[src/rtl/dclk_switch_pkg.sv]
package dclk_switch_pkg;

  localparam int CW_W       = 32;
  localparam int LOCK_BIT   = 31;
  localparam int SWDONE_BIT = 27;
  localparam int SRC_LSB    = 28;
  localparam int DIV_LSB    = 21;
  localparam int FIELD_W    = 3;

  typedef enum logic [2:0] {
    ST_IDLE,
    ST_GOFF,
    ST_UNLK1,
    ST_WR,
    ST_SWT,
    ST_GON,
    ST_UNLK2,
    ST_FIN
  } dclk_state_e;

  typedef struct packed {
    logic               hit;
    logic [FIELD_W-1:0] src;
    logic [FIELD_W-1:0] div;
  } dclk_sel_t;

endpackage

[src/rtl/dclk_freq_map.sv]
module dclk_freq_map
  import dclk_switch_pkg::*;
#(
  parameter int FREQ_W = 10
) (
  input  logic [FREQ_W-1:0] freq_i,
  output dclk_sel_t         sel_o
);

  always_comb begin
    sel_o = '0;
    case (freq_i)
      FREQ_W'(48):  begin sel_o.hit = 1'b1; sel_o.src = 3'd2; sel_o.div = 3'd0; end
      FREQ_W'(192): begin sel_o.hit = 1'b1; sel_o.src = 3'd0; sel_o.div = 3'd1; end
      FREQ_W'(384): begin sel_o.hit = 1'b1; sel_o.src = 3'd0; sel_o.div = 3'd0; end
      FREQ_W'(264): begin sel_o.hit = 1'b1; sel_o.src = 3'd4; sel_o.div = 3'd3; end
      FREQ_W'(528): begin sel_o.hit = 1'b1; sel_o.src = 3'd4; sel_o.div = 3'd1; end
      default:      sel_o = '0;
    endcase
  end

endmodule

[src/rtl/dclk_wait_timer.sv]
module dclk_wait_timer #(
  parameter int LIMIT = 1024
) (
  input  logic clk,
  input  logic rst_n,
  input  logic clr_i,
  input  logic run_i,
  output logic expire_o
);

  localparam int CNT_W = (LIMIT > 2) ? $clog2(LIMIT) : 1;
  localparam logic [CNT_W-1:0] LAST = CNT_W'(LIMIT - 1);

  logic [CNT_W-1:0] cnt_q, cnt_d;
  logic             cnt_en;

  always_comb begin
    cnt_en = clr_i | run_i;
    cnt_d  = clr_i ? '0 : (cnt_q + 1'b1);
  end

  always_ff @(posedge clk or negedge rst_n) begin
    if (!rst_n)      cnt_q <= '0;
    else if (cnt_en) cnt_q <= cnt_d;
  end

  assign expire_o = run_i & (cnt_q == LAST);

endmodule

[src/rtl/dclk_seq.sv]
module dclk_seq
  import dclk_switch_pkg::*;
(
  input  logic             clk,
  input  logic             rst_n,
  input  logic             start_i,
  input  dclk_sel_t        sel_i,
  input  logic             lock_i,
  input  logic             swdone_i,
  input  logic             expire_i,
  output logic             run_o,
  output logic             clr_o,
  output logic             wr_en_o,
  output logic [CW_W-1:0]  wr_data_o,
  output logic             gate_en_o,
  output logic             busy_o,
  output logic             done_o,
  output logic             err_o
);

  dclk_state_e state_q, state_d;
  dclk_sel_t   sel_q;
  logic        err_q, err_d;
  logic        accept, set_err;

  always_comb begin
    state_d = state_q;
    accept  = 1'b0;
    set_err = 1'b0;
    case (state_q)
      ST_IDLE:  if (start_i) begin state_d = ST_GOFF; accept = 1'b1; end
      ST_GOFF:  state_d = sel_q.hit ? ST_UNLK1 : ST_GON;
      ST_UNLK1: begin
        if (!lock_i)       state_d = ST_WR;
        else if (expire_i) begin state_d = ST_GON; set_err = 1'b1; end
      end
      ST_WR:    state_d = ST_SWT;
      ST_SWT: begin
        if (swdone_i)      state_d = ST_GON;
        else if (expire_i) begin state_d = ST_GON; set_err = 1'b1; end
      end
      ST_GON:   state_d = ST_UNLK2;
      ST_UNLK2: begin
        if (!lock_i)       state_d = ST_FIN;
        else if (expire_i) begin state_d = ST_FIN; set_err = 1'b1; end
      end
      ST_FIN:   state_d = ST_IDLE;
      default:  state_d = ST_IDLE;
    endcase
    err_d = accept ? 1'b0 : (set_err ? 1'b1 : err_q);
  end

  always_ff @(posedge clk or negedge rst_n) begin
    if (!rst_n) begin
      state_q <= ST_IDLE;
      err_q   <= 1'b0;
    end else begin
      state_q <= state_d;
      err_q   <= err_d;
    end
  end

  always_ff @(posedge clk or negedge rst_n) begin
    if (!rst_n)      sel_q <= '0;
    else if (accept) sel_q <= sel_i;
  end

  always_comb begin
    run_o     = (state_q == ST_UNLK1) | (state_q == ST_SWT) | (state_q == ST_UNLK2);
    clr_o     = (state_d != state_q);
    wr_en_o   = (state_q == ST_WR);
    gate_en_o = !((state_q == ST_GOFF) | (state_q == ST_UNLK1) |
                  (state_q == ST_WR)   | (state_q == ST_SWT));
    busy_o    = (state_q != ST_IDLE);
    done_o    = (state_q == ST_FIN);
    err_o     = err_q;
    wr_data_o = '0;
    wr_data_o[SRC_LSB +: FIELD_W] = sel_q.src;
    wr_data_o[DIV_LSB +: FIELD_W] = sel_q.div;
  end

endmodule

[src/rtl/dclk_switch.sv]
module dclk_switch
  import dclk_switch_pkg::*;
#(
  parameter int FREQ_W         = 10,
  parameter int TIMEOUT_CYCLES = 1024
) (
  input  logic              clk,
  input  logic              rst_n,
  input  logic              start_i,
  input  logic [FREQ_W-1:0] freq_i,
  input  logic [31:0]       cg_rd_i,
  output logic              cg_wr_en_o,
  output logic [31:0]       cg_wr_data_o,
  output logic              clk_gate_en_o,
  output logic              busy_o,
  output logic              done_o,
  output logic              err_o
);

  dclk_sel_t sel;
  logic      run, clr, expire;

  dclk_freq_map #(.FREQ_W(FREQ_W)) u_map (
    .freq_i (freq_i),
    .sel_o  (sel)
  );

  dclk_wait_timer #(.LIMIT(TIMEOUT_CYCLES)) u_timer (
    .clk      (clk),
    .rst_n    (rst_n),
    .clr_i    (clr),
    .run_i    (run),
    .expire_o (expire)
  );

  dclk_seq u_seq (
    .clk       (clk),
    .rst_n     (rst_n),
    .start_i   (start_i),
    .sel_i     (sel),
    .lock_i    (cg_rd_i[LOCK_BIT]),
    .swdone_i  (cg_rd_i[SWDONE_BIT]),
    .expire_i  (expire),
    .run_o     (run),
    .clr_o     (clr),
    .wr_en_o   (cg_wr_en_o),
    .wr_data_o (cg_wr_data_o),
    .gate_en_o (clk_gate_en_o),
    .busy_o    (busy_o),
    .done_o    (done_o),
    .err_o     (err_o)
  );

endmodule

[config.mk]
export PLATFORM = sky130hd
export DESIGN_NAME = dclk_switch
export DESIGN_NICKNAME = d
export VERILOG_FILES = /design/src/rtl/dclk_switch_pkg.sv /design/src/rtl/dclk_freq_map.sv /design/src/rtl/dclk_wait_timer.sv /design/src/rtl/dclk_seq.sv /design/src/rtl/dclk_switch.sv
export SDC_FILE = /design/constraint.sdc
export NUM_CORES = 1
export LEC_CHECK = 0
export BUFFER_PORTS_ARGS = -buffer_cell sky130_fd_sc_hd__buf_2
export CORE_MARGIN = 3
export CORE_UTILIZATION = 30
export DETAILED_ROUTE_END_ITERATION = 8
export HOLD_SLACK_MARGIN = 0.05
export SYNTH_ARGS = -nofsm -noshare
export SYNTH_HDL_FRONTEND = slang
export SYNTH_HIERARCHICAL = 1
export SYNTH_SLANG_ARGS = --single-unit
[constraint.sdc]
create_clock -name clk -period 5.3 [get_ports clk]
set_input_delay 0 -clock clk [delete_from_list [all_inputs] [get_ports clk]]
set_output_delay 0 -clock clk [all_outputs]
set_load 0.02 [all_outputs]
# Yosys cells after proc, flatten, opt, wreduce, memory -nomap -nowiden
# Cells that the tools add are included.
# W data, S select, Z words.
# classes
bitwise	7
n_reduce_logical	5
add_sub_neg	1
eq_ne	14
mux	18
# op_table
cell	count
$pmux W7 S5	1
$pmux W3 S8	1
$mux W3	7
$eq A10 B10 Y1 const B	2
$eq A10 B9 Y1 const B	2
$eq A3 B3 Y1 const B	4
$add A10 B1 Y10 const B	1
$eq A10 B6 Y1 const B	1
$eq A10 B8 Y1 const B	1
$mux W10	1
$mux W1	7
$eq A3 B2 Y1 const B	2
$or A1 B1 Y1	6
$eq A3 B1 Y1 const B	1
$logic_not A3 Y1	1
$ne A3 B3 Y1	1
$reduce_bool A3 Y1	1
$pmux W1 S2	1
$reduce_bool A2 Y1	1
$reduce_or A2 Y1	1
$and A1 B1 Y1	1
$logic_not A1 Y1	1
# totals
wordCells	51
out_inout_bits	37
ff_bits	21
in_bits	45

# Depth between registers and ports, before layout
# logic_depth
ltp_word	9
ltp_mapped	12
mapped_depth_nobuf	10

# By module
# The synthesis kept the hierarchy.
# modules_own_cells
module	cells_each	instances	seq_area_each_um2	area_each_um2
dclk_seq	84	1	275.3	793.3
dclk_wait_timer	49	1	250.2	508.0
dclk_freq_map	19	1	0.0	143.9

# Worst setup path after synthesis
# No wires, ideal clock.
# synth_path
kind	register to register
startpoint	reg u_seq.state_q[1]
endpoint	reg u_timer.cnt_q[7]
path_stages_with_launch	13
required_time_ns	5.222
setup_ns	0.078
arrival_time_ns	2.514
slack_ns	2.708
period_less_slack_ns	2.592
path_buffers	2
cell_sequence	dfrtp_1 -> clkbuf_1 -> nor2_1 -> nor2_1 -> buf_4 -> nand4_4 -> nor3_1 -> o21a_1 -> o21ai_0 -> nand2_1 -> o211ai_1 -> or4_1 -> a21oi_1
# synth_via
elab_chain_cells	9
word_cells_on_any_way	21
classes_between	8 x eq/ne; 8 x mux; 4 x bitwise; 1 x reduce/logical
# synth_lines
element	line_no	rtl
start, declared	dclk_seq.sv:21	dclk_state_e state_q, state_d;
start signal, assigned	dclk_seq.sv:58	state_q <= state_d;
$eq A3 B2 Y1 or $eq A3 B3 Y1 (tied branches)	dclk_seq.sv:69	run_o = (state_q == ST_UNLK1) | (state_q == ST_SWT) | (state_q == ST_UNLK2);
$or A1 B1 Y1	dclk_seq.sv:69	
$or A1 B1 Y1 (*)	dclk_seq.sv:69	
named net run	dclk_switch.sv:21	logic run, clr, expire;
$and A1 B1 Y1 (*)	dclk_wait_timer.sv:27	assign expire_o = run_i & (cnt_q == LAST);
named net expire	dclk_switch.sv:21	
$mux W3, on equally long branches	dclk_seq.sv:45, dclk_seq.sv:35, dclk_seq.sv:40	
$mux W3, on equally long branches	dclk_seq.sv:44, dclk_seq.sv:34, dclk_seq.sv:39	
$pmux W3 S8 (*)	dclk_seq.sv:30	case (state_q)
$ne A3 B3 Y1 (*)	dclk_seq.sv:70	clr_o = (state_d != state_q);
named net clr	dclk_switch.sv:21	
$mux W10 or $or A1 B1 Y1 (tied branches)	dclk_wait_timer.sv:19, dclk_wait_timer.sv:18	
end signal, assigned	dclk_wait_timer.sv:24	else if (cnt_en) cnt_q <= cnt_d;
end, declared	dclk_wait_timer.sv:14	logic [CNT_W-1:0] cnt_q, cnt_d;
# The timed path passes the listed nets; every way through them passes the cells marked *.
# A chain may end at the register's enable or synchronous reset.

# Worst setup path in the final report
# layout_path
startpoint	reg u_seq.state_q[1]
endpoint	reg u_timer.cnt_q[9]
# Same word-level chain as after synthesis.

==> impl_results.md <==
* Status: completed
* Clock latency on the worst-skew pair at 0.25 ns
* Crit-path most repeated cell: nor2_1
* Crit start category: flop
* WP data required at between 5 and 6 ns
* CTS Buffer Depth at 2
* CP arrival at between 3 and 4 ns
* Min Tclk post-route at ~3.4 ns
* Mapped Area at 1450 um^2
* I/O Buffers at 25
* Root Buffer: clkbuf_8
* Max-Cap Viols at 0
* H-tree levels at 1
* Setup Buffers After CTS at 0
* Synth Warn # at 6
* Hold Violations, Final at 0
* Final period utilization at 0.636
* Post-Synthesis Cells at roughly 150
* Total Wirelength at 2440 um
* CTS buffer count at 3
* WL/cell at 11.1 um
* Leading cell type in the layout, fill and taps excluded: conb_1
* RSZ-0062 raised after global routing: no
* Relative slew margins at 0.607
* Placement Cell Area at 1450 um^2
* Max VDD drop at 0.129 mV
* Max Slew Vio Count at 0
* XOR/XNOR Fraction of Synth Area at 0.0303
* Psw at around 230 uW
* Vias in the first global route at 886
* Critical path's largest stage delay at approximately 0.60 ns
* Mux contribution to synthesized area at 0.0615
* Clock Skew at 0.00166 ns
* Setup violations, final at 0
* Drt via density at between 4 and 5
* Initial antenna violation count at 0
* Most frequent cells in the layout: 28 x conb_1, 25 x buf_2, 21 x dfrtp_1, 11 x nor2_1, 10 x nand2_1
* Main combinational cell family by area after synthesis: simple AND/OR/NAND/NOR gates
* Largest net degree at the start of global routing at 22
* CP max FO at 13
* Prevailing post-synth register cell: dfrtp_1
* DR pass1 iterations at 4
* Gr ovfl total at 0
* CP Capture Type: flop
* Syn Area/Cell at 9.51 um^2
* DP HPWL at 1870 um
* Post-route ant nets at 0
* Synth area leader: dfrtp_1
* Vias at just over 1000
* Net Sw Frac at 0.419
* Clock share of power at 0.190
* Type of the worst min-delay path: input pin to flop
* Synth Area in Simple Gates at 0.214
* Distinct cells, synth at 42
* Synth top area share at 0.364
* Hold WS at roughly 0.10 ns
* Full die area at 5690 um^2
* Crit Path Class: flop to flop
* 1st-iter DRT viols at 59
* Final Cell Area at 1500 um^2
* EDFF count, synth at 0
* Initial Util at 0.321
* Pwr dens at ~360 nW/um^2
* FP Rows at 24
* Final nets at between 200 and 250
* Area grow syn2layout at 3.98%
* Leakage at ~0.00071 uW
* Post-synthesis adder-cell area fraction at 0.00866
* Post-CTS resize count at 0
* Global Route Usage Sum at 0.0903
* First-pass GRT wire length at 4020 um
* Die W at around 75 um
* Post-synthesis compound-gate area fraction at 0.109
* Async SR Flop Fraction at 1.00
* Combinational share of power at 0.379
* Die span in y at 75.4 um
* Worst-margin pin slew at around 0.59 ns
* Part of the Yosys area used for sequential elements at 0.364
* Setup_tns at 0 ns
* FMAX at 0.296 GHz
* Post-synthesis register bit count at 21
* Slowest cell on crit path: dfrtp_1
* Pint at between 300 and 400 uW
* CORE AREA at between 4000 and 5000 um^2
* # IOs at 82
* Drt drc at 0
* Top post-synthesis cells by area: dfrtp_1 36%, buf_4 18%, mux2_2 5.5%, nor2_1 2.9%, a21oi_1 2.8%
* Routability cong. at about 0.76
* Layout cells sized above 1 at 0.254
* Clk sinks at 21
* # diodes at 0
* Critical-path cell list: nor2_1, nor2_1, nand4_4, nor3_1, o21a_1, o21ai_0, nand2_1, o211ai_1, or4_1, a21oi_1
* TritonCTS clock tree: yes
* Clock Pin Slew Worst Setup and Hold Paths at approximately 0.07 ns
* Sequential power share at 0.431
[through the flow]
stage / total power, uW / utilization / setup slack [ns] / std cells
after detailed placement: 443 / 0.321 / 1.94 / 216
after global placement: 440 / 0.321 / 1.95 / 216
after floorplan: 426 / - / 2.71 / 178
final: 540 / 0.334 / 1.93 / 221
after global routing: 584 / 0.334 / 1.56 / 221
after CTS: 550 / 0.334 / 1.90 / 221
[critical path, delay by kind of cell (launching register included)]
family | cells | cell delay [ns]
simple gates | 6 | 2.00
compound gates | 4 | 0.70
flops | 1 | 0.60
[cell usage after synthesis, types with 2 or more instances]
master    number
dfrtp_1       21
mux2_2         7
inv_1          4
and3_1         2
buf_4         35
xor2_1         3
or3_1          3
nand2_1       10
xnor2_1        2
nand4_1        3
or4_1          3
o21ai_0        4
nor3_1         3
a21oi_1        8
o32ai_1        2
nor2_1        11
conb_1         2
clkbuf_1       3
o31ai_1        3
[cell families after synthesis]
group	count (synthesis)
xor+xnor	5
other cells	2
flops	21
buf+inv	43
fa+ha+maj	1
compound gates	24
simple gates	48
mux	8
[power by group through the flow]
stage / clock network (uW) / logic (uW) / registers, uW
finish: 102 / 205 / 232
floorplan: 0 / 214 / 212
global placement: 0 / 206 / 234
CTS: 109 / 208 / 233
global route: 116 / 229 / 239
detailed placement: 0 / 206 / 237
[sequential cells by signal (all words and copies together), names as in the netlist]
register and count:
u_timer/cnt_q 10, u_seq/wr_data_o 6, u_seq/state_q 3, u_seq/err_o 1, u_seq/sel_q 1
[routing by layer]
layer,vias up,share of wire,global-route usage
li1,509,-,-
met3,2,0.058,0.0211
met5,-,0,0
met4,0,0.014,0.0350
met1,481,0.46,0.116
met2,26,0.47,0.147
[area by class of cell]
cell class                 count  area, um^2
clock buffer                   4        45.0
fill                         452        3000
inverter                       4        15.0
multi-input combinational    114         717
sequential                    21         526
tap                           52        65.1
timing repair buffer          26         135
[path summary, 6_finish.rpt]
kind / from / endpoint / slack, ns / cells past startpoint
setup / recovery: u_seq/state_q[1]$_DFF_PN0_ / u_timer/cnt_q[9]$_DFFE_PN0P_ / 1.93 / 10
hold / removal: start_i / u_seq/state_q[0]$_DFF_PN0_ / 0.10 / 3
setup reg to reg: u_seq/state_q[1]$_DFF_PN0_ / u_timer/cnt_q[9]$_DFFE_PN0P_ / 1.93 / 10
hold reg to reg: u_seq/wr_data_o[21]$_DFFE_PN0P_ / u_seq/wr_data_o[21]$_DFFE_PN0P_ / 0.51 / 1
max in group asynchronous: rst_n / u_timer/cnt_q[2]$_DFFE_PN0P_ / 4.74 / 2
min in group asynchronous: rst_n / u_timer/cnt_q[0]$_DFFE_PN0P_ / 0.24 / 2
[repair_timing]
| action | in CTS | in global routing |
|---|---|---|
| hold endpoints to repair | 21 | 0 |
| setup endpoints to repair | 0 | 0 |
| hold buffers | 1 | 0 |
No activity file was read; power rests on OpenSTA's default activity.
